[config.mk]
export PLATFORM = sky130hd
export DESIGN_NAME = io_route_decoder
export DESIGN_NICKNAME = d
export VERILOG_FILES = /design/src/rtl/io_route_pkg.sv /design/src/rtl/io_route_regs.sv /design/src/rtl/io_route_match.sv /design/src/rtl/io_route_dma.sv /design/src/rtl/io_route_decoder.sv
export SDC_FILE = /design/constraint.sdc
export NUM_CORES = 1
export LEC_CHECK = 0
export BUFFER_PORTS_ARGS = -buffer_cell sky130_fd_sc_hd__buf_2
export CAP_MARGIN = 0
export CORE_ASPECT_RATIO = 0.9
export CORE_UTILIZATION = 66
export DETAILED_ROUTE_END_ITERATION = 10
export PLACE_DENSITY = 0.89
export SETUP_SLACK_MARGIN = 0.3
export SLEW_MARGIN = 20
export SYNTH_ARGS = -nofsm -noshare
export SYNTH_HDL_FRONTEND = slang
export SYNTH_SLANG_ARGS = --single-unit
[constraint.sdc]
create_clock -name clk -period 3.7 [get_ports clk]
set_input_delay 0.555 -clock clk [delete_from_list [all_inputs] [get_ports clk]]
set_output_delay 0.555 -clock clk [all_outputs]
set_load 0.01 [all_outputs]
[src/rtl/io_route_pkg.sv]
package io_route_pkg;
   localparam int EN_W      = 18;
   localparam int DFLT_BIT  = 16;
   localparam int ROMEN_BIT = 15;
   localparam int MAX_PROG  = 10;

   localparam logic [2:0] TGT_OFF  = 3'b000;
   localparam logic [2:0] TGT_ISA  = 3'b001;
   localparam logic [2:0] TGT_LPC  = 3'b010;
   localparam logic [2:0] TGT_NONE = 3'b100;

   typedef struct packed {
      logic [15:0] lo;
      logic [15:0] hi;
   } span_t;

   // fixed windows, indexed by routing-word bit
   function automatic span_t fixed_span_a(input int b);
      span_t s;
      case (b)
         10: s = '{lo: 16'h0060, hi: 16'h0060};
         11: s = '{lo: 16'h0062, hi: 16'h0062};
         12: s = '{lo: 16'h0388, hi: 16'h0389};
         13: s = '{lo: 16'h002E, hi: 16'h002F};
         14: s = '{lo: 16'h004E, hi: 16'h004F};
         17: s = '{lo: 16'h0070, hi: 16'h0073};
         default: s = '{lo: 16'hFFFF, hi: 16'h0000};
      endcase
      return s;
   endfunction

   // second single-port claim of the split windows
   function automatic span_t fixed_span_b(input int b);
      span_t s;
      case (b)
         10: s = '{lo: 16'h0064, hi: 16'h0064};
         11: s = '{lo: 16'h0066, hi: 16'h0066};
         default: s = '{lo: 16'hFFFF, hi: 16'h0000};
      endcase
      return s;
   endfunction

   function automatic bit is_fixed(input int b);
      return (b >= 10 && b <= 14) || b == 17;
   endfunction
endpackage

[src/rtl/io_route_regs.sv]
module io_route_regs
   import io_route_pkg::*;
#(
   parameter int NPROG = 10,
   parameter int NDRQ  = 3,
   parameter int AW    = 16,
   parameter int IDX_W = 4
) (
   input  logic                       clk,
   input  logic                       rst_n,
   input  logic                       wr,
   input  logic [IDX_W-1:0]           idx,
   input  logic [31:0]                wdata,
   output logic [31:0]                rdata,
   output logic [EN_W-1:0]            route_en,
   output logic [NDRQ-1:0]            dma_sel,
   output logic [NPROG-1:0][AW-1:0]   base,
   output logic [NPROG-1:0][AW-1:0]   mask
);
   localparam logic [IDX_W-1:0] IDX_ROUTE = IDX_W'(0);
   localparam logic [IDX_W-1:0] IDX_DMA   = IDX_W'(1);

   always_ff @(posedge clk or negedge rst_n) begin
      if (!rst_n) begin
         route_en <= '0;
         dma_sel  <= '0;
         base     <= '0;
         mask     <= '0;
      end else if (wr) begin
         if (idx == IDX_ROUTE) route_en <= wdata[EN_W-1:0];
         if (idx == IDX_DMA)   dma_sel  <= wdata[NDRQ-1:0];
         for (int k = 0; k < NPROG; k++) begin
            if (idx == IDX_W'(2 + k)) begin
               base[k] <= wdata[AW-1:0];
               mask[k] <= wdata[16 +: AW];
            end
         end
      end
   end

   always_comb begin
      rdata = '0;
      if (idx == IDX_ROUTE) rdata[EN_W-1:0] = route_en;
      else if (idx == IDX_DMA) rdata[NDRQ-1:0] = dma_sel;
      else begin
         for (int k = 0; k < NPROG; k++) begin
            if (idx == IDX_W'(2 + k)) rdata = {16'(mask[k]), 16'(base[k])};
         end
      end
   end

   a_r2_route_write_lands: assert property (@(posedge clk) disable iff (!rst_n)
      (wr && idx == IDX_ROUTE) |=> route_en == $past(wdata[EN_W-1:0]));
   a_r9_dma_write_lands: assert property (@(posedge clk) disable iff (!rst_n)
      (wr && idx == IDX_DMA) |=> dma_sel == $past(wdata[NDRQ-1:0]));
   a_r2_route_holds: assert property (@(posedge clk) disable iff (!rst_n)
      !(wr && idx == IDX_ROUTE) |=> $stable(route_en));
endmodule

[src/rtl/io_route_match.sv]
module io_route_match
   import io_route_pkg::*;
#(
   parameter int NPROG = 10,
   parameter int AW    = 16
) (
   input  logic [AW-1:0]              addr,
   input  logic [NPROG-1:0][AW-1:0]   base,
   input  logic [NPROG-1:0][AW-1:0]   mask,
   output logic [EN_W-1:0]            hit
);
   for (genvar b = 0; b < EN_W; b++) begin : g_bit
      if (b < NPROG) begin : g_prog
         assign hit[b] = ((addr ^ base[b]) & ~mask[b]) == '0;
      end else if (is_fixed(b)) begin : g_fixed
         localparam span_t SA = fixed_span_a(b);
         localparam span_t SB = fixed_span_b(b);
         logic [15:0] a16;
         assign a16 = 16'(addr);
         assign hit[b] = (a16 >= SA.lo && a16 <= SA.hi) ||
                         (a16 >= SB.lo && a16 <= SB.hi);
      end else begin : g_none
         assign hit[b] = 1'b0;
      end
   end
endmodule

[src/rtl/io_route_dma.sv]
module io_route_dma #(
   parameter int NDRQ = 3
) (
   input  logic            clk,
   input  logic            rst_n,
   input  logic [NDRQ-1:0] sel,
   input  logic [NDRQ-1:0] drq_isa,
   input  logic            drq_lpc,
   output logic [NDRQ-1:0] drq_out
);
   for (genvar i = 0; i < NDRQ; i++) begin : g_ch
      assign drq_out[i] = sel[i] ? drq_lpc : drq_isa[i];

      a_r9_isa_path: assert property (@(posedge clk) disable iff (!rst_n)
         !sel[i] |-> drq_out[i] == drq_isa[i]);
      a_r9_lpc_path: assert property (@(posedge clk) disable iff (!rst_n)
         sel[i] |-> drq_out[i] == drq_lpc);
   end
endmodule

[src/rtl/io_route_decoder.sv]
module io_route_decoder
   import io_route_pkg::*;
#(
   parameter int NPROG = 10,
   parameter int NDRQ  = 3,
   parameter int AW    = 16,
   localparam int IDX_W = $clog2(2 + NPROG)
) (
   input  logic             clk,
   input  logic             rst_n,
   input  logic             reg_wr,
   input  logic [IDX_W-1:0] reg_idx,
   input  logic [31:0]      reg_wdata,
   output logic [31:0]      reg_rdata,
   input  logic             io_valid,
   input  logic [AW-1:0]    io_addr,
   output logic [2:0]       io_tgt,
   input  logic [NDRQ-1:0]  drq_isa,
   input  logic             drq_lpc,
   output logic [NDRQ-1:0]  drq_out
);
   if (NPROG < 1 || NPROG > MAX_PROG) begin : g_bad_nprog
      $error("NPROG must lie in 1..10");
   end
   if (NDRQ < 1 || NDRQ > 8) begin : g_bad_ndrq
      $error("NDRQ must lie in 1..8");
   end
   if (AW < 10 || AW > 16) begin : g_bad_aw
      $error("AW must lie in 10..16");
   end

   logic [EN_W-1:0]          route_en;
   logic [NDRQ-1:0]          dma_sel;
   logic [NPROG-1:0][AW-1:0] base;
   logic [NPROG-1:0][AW-1:0] mask;
   logic [EN_W-1:0]          hit;

   io_route_regs #(.NPROG(NPROG), .NDRQ(NDRQ), .AW(AW), .IDX_W(IDX_W)) i_regs (
      .clk(clk), .rst_n(rst_n), .wr(reg_wr), .idx(reg_idx), .wdata(reg_wdata),
      .rdata(reg_rdata), .route_en(route_en), .dma_sel(dma_sel),
      .base(base), .mask(mask)
   );

   io_route_match #(.NPROG(NPROG), .AW(AW)) i_match (
      .addr(io_addr), .base(base), .mask(mask), .hit(hit)
   );

   io_route_dma #(.NDRQ(NDRQ)) i_dma (
      .clk(clk), .rst_n(rst_n), .sel(dma_sel), .drq_isa(drq_isa),
      .drq_lpc(drq_lpc), .drq_out(drq_out)
   );

   // lowest matching bit wins
   logic claimed;
   logic win_en;
   always_comb begin
      claimed = 1'b0;
      win_en  = 1'b0;
      for (int b = EN_W - 1; b >= 0; b--) begin
         if (hit[b]) begin
            claimed = 1'b1;
            win_en  = route_en[b];
         end
      end
   end

   logic dflt;
   assign dflt = route_en[DFLT_BIT];

   always_comb begin
      if (!io_valid)             io_tgt = TGT_OFF;
      else if (claimed)          io_tgt = (win_en ^ dflt) ? TGT_LPC : TGT_ISA;
      else if (dflt)             io_tgt = TGT_LPC;
      else                       io_tgt = TGT_NONE;
   end

   a_r10_onehot: assert property (@(posedge clk) disable iff (!rst_n)
      io_valid |-> $onehot(io_tgt));
   a_r10_idle: assert property (@(posedge clk) disable iff (!rst_n)
      !io_valid |-> io_tgt == 3'b000);
   a_r5_drop: assert property (@(posedge clk) disable iff (!rst_n)
      (io_valid && hit == '0 && !dflt) |-> io_tgt == TGT_NONE);
   a_r5_forward: assert property (@(posedge clk) disable iff (!rst_n)
      (io_valid && hit == '0 && dflt) |-> io_tgt == TGT_LPC);
endmodule

==> metrics.cfg, run 1 <==
[run_status]
status=completed

[clocking]
cts_tree=yes
htreeDepth=2
root_buffer=clkbuf_16
numCtsBuffers=37
clock_path_buffers=3
cts_sinks=341
clkLatencyLatePin_ns=0.54
clk_pin_slew_worst_paths_ns=0.07
holdBufCountCts=0

[setup_path]
worstPathArrival_ns=2.97
critPathRequiredTime_ns=3.14
cp_max_fo=4
critPathKind=reg2out
path_delay_family=simple AND/OR/NAND/NOR gates
worst-path-buf-inv=1
worstPathCellList=xnor2_1 -> o22ai_1 -> nor4_2 -> nand2_2 -> nor2_1 -> a21oi_4 -> nor2_1 -> a21oi_4 -> mux2i_1 -> buf_2
critPathLaunchType=flip-flop
endpoint_kind=primary output
cp_slowest_stage_delay_ns=0.49
critPathSlowestCell=nor4_2

[route]
wl_per_cell_um=31.05
vias=14451
drcViolationCount=0
drt_iter0_markers=2500
ant_nets=0
dr.pass1.iters=7
avgViaCountPerCell=7.415
wirelength_um=60520

[logic_synthesis]
ys_seq_area_share_pct=48.88
ys_ff_latch=341
yosysTopAreaCellShare_pct=48.88
ys_top_cells_by_count=341 x dfrtp_1, 276 x mux2_2, 159 x xnor2_1
synth_nets=1548
yosys-top-cells-area=dfrtp_1 49%, mux2_2 18%, xnor2_1 8.0%
async_reset_ff_share_pct=100.0
syn_inst=1488
synth_top_area_cell=dfrtp_1
synth_most_common_cell=dfrtp_1
syn_area_um2=17460
ys_warn_count=0
ys_types=51
syn_avg_cell_area_um2=11.73
synth_edf_count=0
synth_flop_cell=dfrtp_1

[die]
die-area_um2=27100
start_util_pct=67.15
die_w_um=173.4
die_h_um=156.3
rows=56
core_area_um2=25990
ios=98

[layout]
nets=1633
drive_gt1_share_pct=35.81
fillers=1508
final_core_util_pct=78.24
final_cells=1949
synthToLayoutAreaGrowth_pct=16.51

[placed_design]
post-place-cells=1876
port_buffers=97
dpl.hpwl_um=41130
gp_congestion=1.022

[sta]
slew_headroom_pct=26.47
finClkSkew_ns=0
min_period_ns=3.527
setup_viol=0
rsz0062_at_grt=yes
max_freq_mhz=283.5
timing.hold.ws_ns=0.1137
worst_pin_slew_ns=1.100
slew_viol_final=0
hold_violations=0
finalCritPeriodShare_pct=95.33

[worst_hold_path]
hp-class=in2async

[grt]
grt_max_degree=118
overflow=0
antenna_found_initial=1
grt_pass1_wl_um=89310
grt.total_usage_pct=44.97
first_global_vias=14083

[flow_run]
drv_cap=0

[pwr]
max-vdd-ir-drop_mv=0.6401
power.density_nw_per_um2=612.7
p_leak_nw=8.592

-- path summary, 6_finish.rpt --
check                                           startpoint  cells past startpoint  slack [ns]                         endpoint
hold reg to reg            i_regs.route_en[15]$_DFFE_PN0P_                      1        0.51  i_regs.route_en[15]$_DFFE_PN0P_
setup / recovery                i_regs.base[5]$_DFFE_PN0P_                     10        0.17                        io_tgt[1]
setup reg to reg              i_regs.base[158]$_DFFE_PN0P_                      2        2.72     i_regs.base[158]$_DFFE_PN0P_
hold / removal                                       rst_n                      1        0.11     i_regs.mask[123]$_DFFE_PN0P_
max in group asynchronous                            rst_n                      2        2.66      i_regs.mask[62]$_DFFE_PN0P_
min in group clk                              reg_wdata[8]                      2        0.43      i_regs.base[56]$_DFFE_PN0P_
-- cell type report --
class                      count  area [um2]  area share (%)
multi-input combinational   1016        8816           43.35
tap                          348       435.4           2.141
clock buffer                  54        1082           5.321
clock inverter                12       231.5           1.138
timing repair buffer         172        1212           5.961
inverter                       5       18.77         0.09228
antenna                        1       2.502         0.01230
sequential                   341        8539           41.99
-- sequential cells by signal, indices dropped and copies added, names as in the netlist --
signal / count
i_regs.route_en: 18
i_regs.mask: 160
i_regs.base: 160
i_regs.dma_sel: 3
-- where the power goes --
group	switching, mW	leakage [nW]	internal (mW)
clock	1.59	0.637	2.46
combinational	1.36	3.78	1.41
sequential	1.04	4.18	4.60
total	3.98	8.59	8.48
-- metrics by stage --
step / power, mW / setup TNS (ns) / worst slack [ns] / instance area (um2)
floorplan: 6.985 / 0 / 0.7784 / 17460
global placement: 7.952 / -0.009610 / -0.007262 / 18560
detailed placement: 8.090 / -0.06112 / -0.05005 / 18560
CTS: 12.17 / 0 / 0.1566 / 20000
global route: 12.79 / 0 / 0.08272 / 20340
finish: 12.46 / 0 / 0.1727 / 20340
-- routing by layer --
layer / GRT usage, % / up-vias / wire length, um
li1: - / 5671 / -
met1: 60.82 / 7141 / 22240
met2: 65.77 / 1329 / 25570
met3: 13.29 / 310 / 8763
met4: 23.85 / 0 / 3953
met5: 0 / - / 0
-- cells by family (layout without fill, tap and decap cells) --
family	count (synthesis)	after routing	synth area share (%)
compound gates	297	297	11.53
xor+xnor	161	161	8.121
buf+inv	131	243	3.118
flops	341	341	48.88
mux	350	350	22.56
other cells	0	1	0
simple gates	208	208	5.791
-- cell usage in the layout, fill, tap and decap left out, drive strengths merged, types with 23 or more instances in the layout --
cell type and count:
nor2 56, nor4 23, o22ai 82, buf 168, nand3 23, mux2 347, xnor2 160, nand2 58
a21oi 41, o21ai 28, a31oi 24, a22oi 75, dfrtp 341, clkbuf 58
-- timing repair --
| action | CTS | global route |
|---|---|---|
| pin swaps | 10 | 22 |
| resized for setup | 18 | 55 |
| setup endpoints to repair | 5 | 9 |
| buffers inserted | 4 | 2 |
Power figures use the tool's default switching activity.
==> run 2, diff against run 1 <==
- CORE_UTILIZATION: 66 -> 62
- PLACE_DENSITY: 0.89 -> 0.85
- clock period: 3.7 -> 3.4 ns (I/O delays scaled with it)
==> run 2 against run 1 <==
The flow now finishes with violations (design-rule violations, negative setup slack); utilization is 0.79 points lower; highest routed layer is now met5; largest power group unchanged; combinational power rose by 14%; register-to-register slack got worse by 0.33 ns.
==> metrics.cfg, run 2 (synthesis results as in run 1) <==
[clocking]
holdBufCountCts=0
cts_sinks=341
clock_path_buffers=3
clk_pin_slew_worst_paths_ns=0.07
htreeDepth=2
cts_tree=yes
clkLatencyLatePin_ns=0.52
numCtsBuffers=36
root_buffer=clkbuf_16

[setup_path]
crit_start=i_regs.base[126]$_DFFE_PN0P_
rrSetupSlack_ns=2.39
r2r-end=i_regs.base[157]$_DFFE_PN0P_
critPathLaunchType=flip-flop
reg2reg_depth=2
cp_max_fo=3
worstPathArrival_ns=3.14
worstReg2RegStart=i_regs.base[157]$_DFFE_PN0P_
endpoint_kind=primary output
critPathRequiredTime_ns=2.89
critPathKind=reg2out

[sta]
setup_ws_ns=-0.2506
finalCritPeriodShare_pct=107.4
setup_tns_ns=-0.4609
worst_pin_slew_ns=0.7491
rsz0062_at_grt=yes
slew_viol_final=0
timing.hold.ws_ns=0.008273
min_period_ns=3.651
finClkSkew_ns=0
max_freq_mhz=273.9
setup_viol=2
hold_violations=0
slew_headroom_pct=50.06

[pwr]
power.density_nw_per_um2=650.5
pwr-share-comb_pct=23.0
p_total_mw=13.76
p_sw_share_pct=31.59
p_int_mw=9.414
switchingPower_mw=4.347
p_clk_share_pct=32.2
max-vdd-ir-drop_mv=0.6803
seqPwrFrac_pct=44.7
p_leak_nw=8.995

[placed_design]
dpl-instance-area_um2=18880
port_buffers=97
post-place-cells=1913
dpl.hpwl_um=41950
gp_congestion=1.011

[grt]
grt_pass1_wl_um=91220
grt.total_usage_pct=43.52
first_global_vias=14229
antenna_found_initial=3
grt_max_degree=90
overflow=0

[route]
drt_iter0_markers=2391
wl_per_cell_um=31.56
vias=14670
drcViolationCount=1
dr.pass1.iters=11
avgViaCountPerCell=7.295
wirelength_um=63460
ant_nets=0

[flow_run]
drv_cap=0

[die]
die_w_um=178.9
start_util_pct=63.91
die-area_um2=28830
ios=98
rows=57
die_h_um=161.2
core_area_um2=27310

[run_status]
status=complete, but fails checks
violations=design-rule violations, negative setup slack

[layout]
reg_top3=i_regs.base (160), i_regs.mask (160), i_regs.route_en (18)
fillers=1634
diodes=0
drive_gt1_share_pct=39.77
final_cells=2011
synthToLayoutAreaGrowth_pct=21.18
seq_area_um2=8538
nets=1693
final_common_cell=dfrtp_1
final_area_um2=21150
multi_input_area_um2=8922
final_cell_mix=337 x dfrtp_1, 276 x mux2_2, 150 x xnor2_1

[worst_hold_path]
hp-class=in2async

run 2: repair_timing:
action | 4_1_cts | 5_1_grt
gates resized for setup | 27 | 77
setup buffers | 7 | 25
setup endpoints to repair | 29 | 23
pin swaps | 4 | 40
gates cloned | 2 | 2
run 2: how the worst max path moves through the flow:
| stage | endpoint | slack, ns | cells past startpoint |
|---|---|---|---|
| after floorplan | io_tgt[0] | 0.57 | 11 |
| after global placement | io_tgt[1] | -0.14 | 12 |
| after detailed placement | io_tgt[1] | -0.20 | 12 |
| after CTS | io_tgt[1] | -0.12 | 10 |
| after global routing | io_tgt[0] | -0.26 | 11 |
| final | io_tgt[0] | -0.25 | 11 |
run 2: layout make-up:
cell class                 instances  share of cell area [%]
clock inverter                    14                   1.313
clock buffer                      48                   4.998
multi-input combinational       1016                   42.18
sequential                       341                   40.36
tap                              354                   2.094
inverter                           5                 0.08872
timing repair buffer             233                   8.967
run 2: metrics by stage:
stage / worst slack [ns] / utilization [%]
finish: -0.2506 / 77.44
global placement: -0.1387 / 69.14
CTS: -0.1180 / 75.03
floorplan: 0.5684 / -
detailed placement: -0.1979 / 69.14
global route: -0.2588 / 77.44
run 2: worst max-delay path, stage by stage (launching register included):
cell	delay (ns)
dfrtp_1	0.44
xnor2_1	0.24
o22ai_1	0.15
nor4_2	0.38
buf_4	0.21
and2_4	0.17
nor3_1	0.05
nor2_1	0.22
o21bai_4	0.11
a21oi_4	0.19
mux2i_1	0.27
buf_2	0.17
run 2: per-layer routing:
layer	part of all wire (%)	global-route usage [%]	wire length (um)
met1	36	58.45	22910
met2	43	63.67	27300
met3	15	15.18	9322
met4	6.2	19.14	3905
met5	0.041	0	26
run 2: power by group through the flow:
stage	clock (mW)	combinational (mW)	sequential, mW
finish	4.44	3.17	6.15
global route	4.62	3.31	6.21
CTS	4.44	2.92	6.04
detailed placement	0	2.81	6.08
global placement	0	2.72	6.02
floorplan	0	1.94	5.67
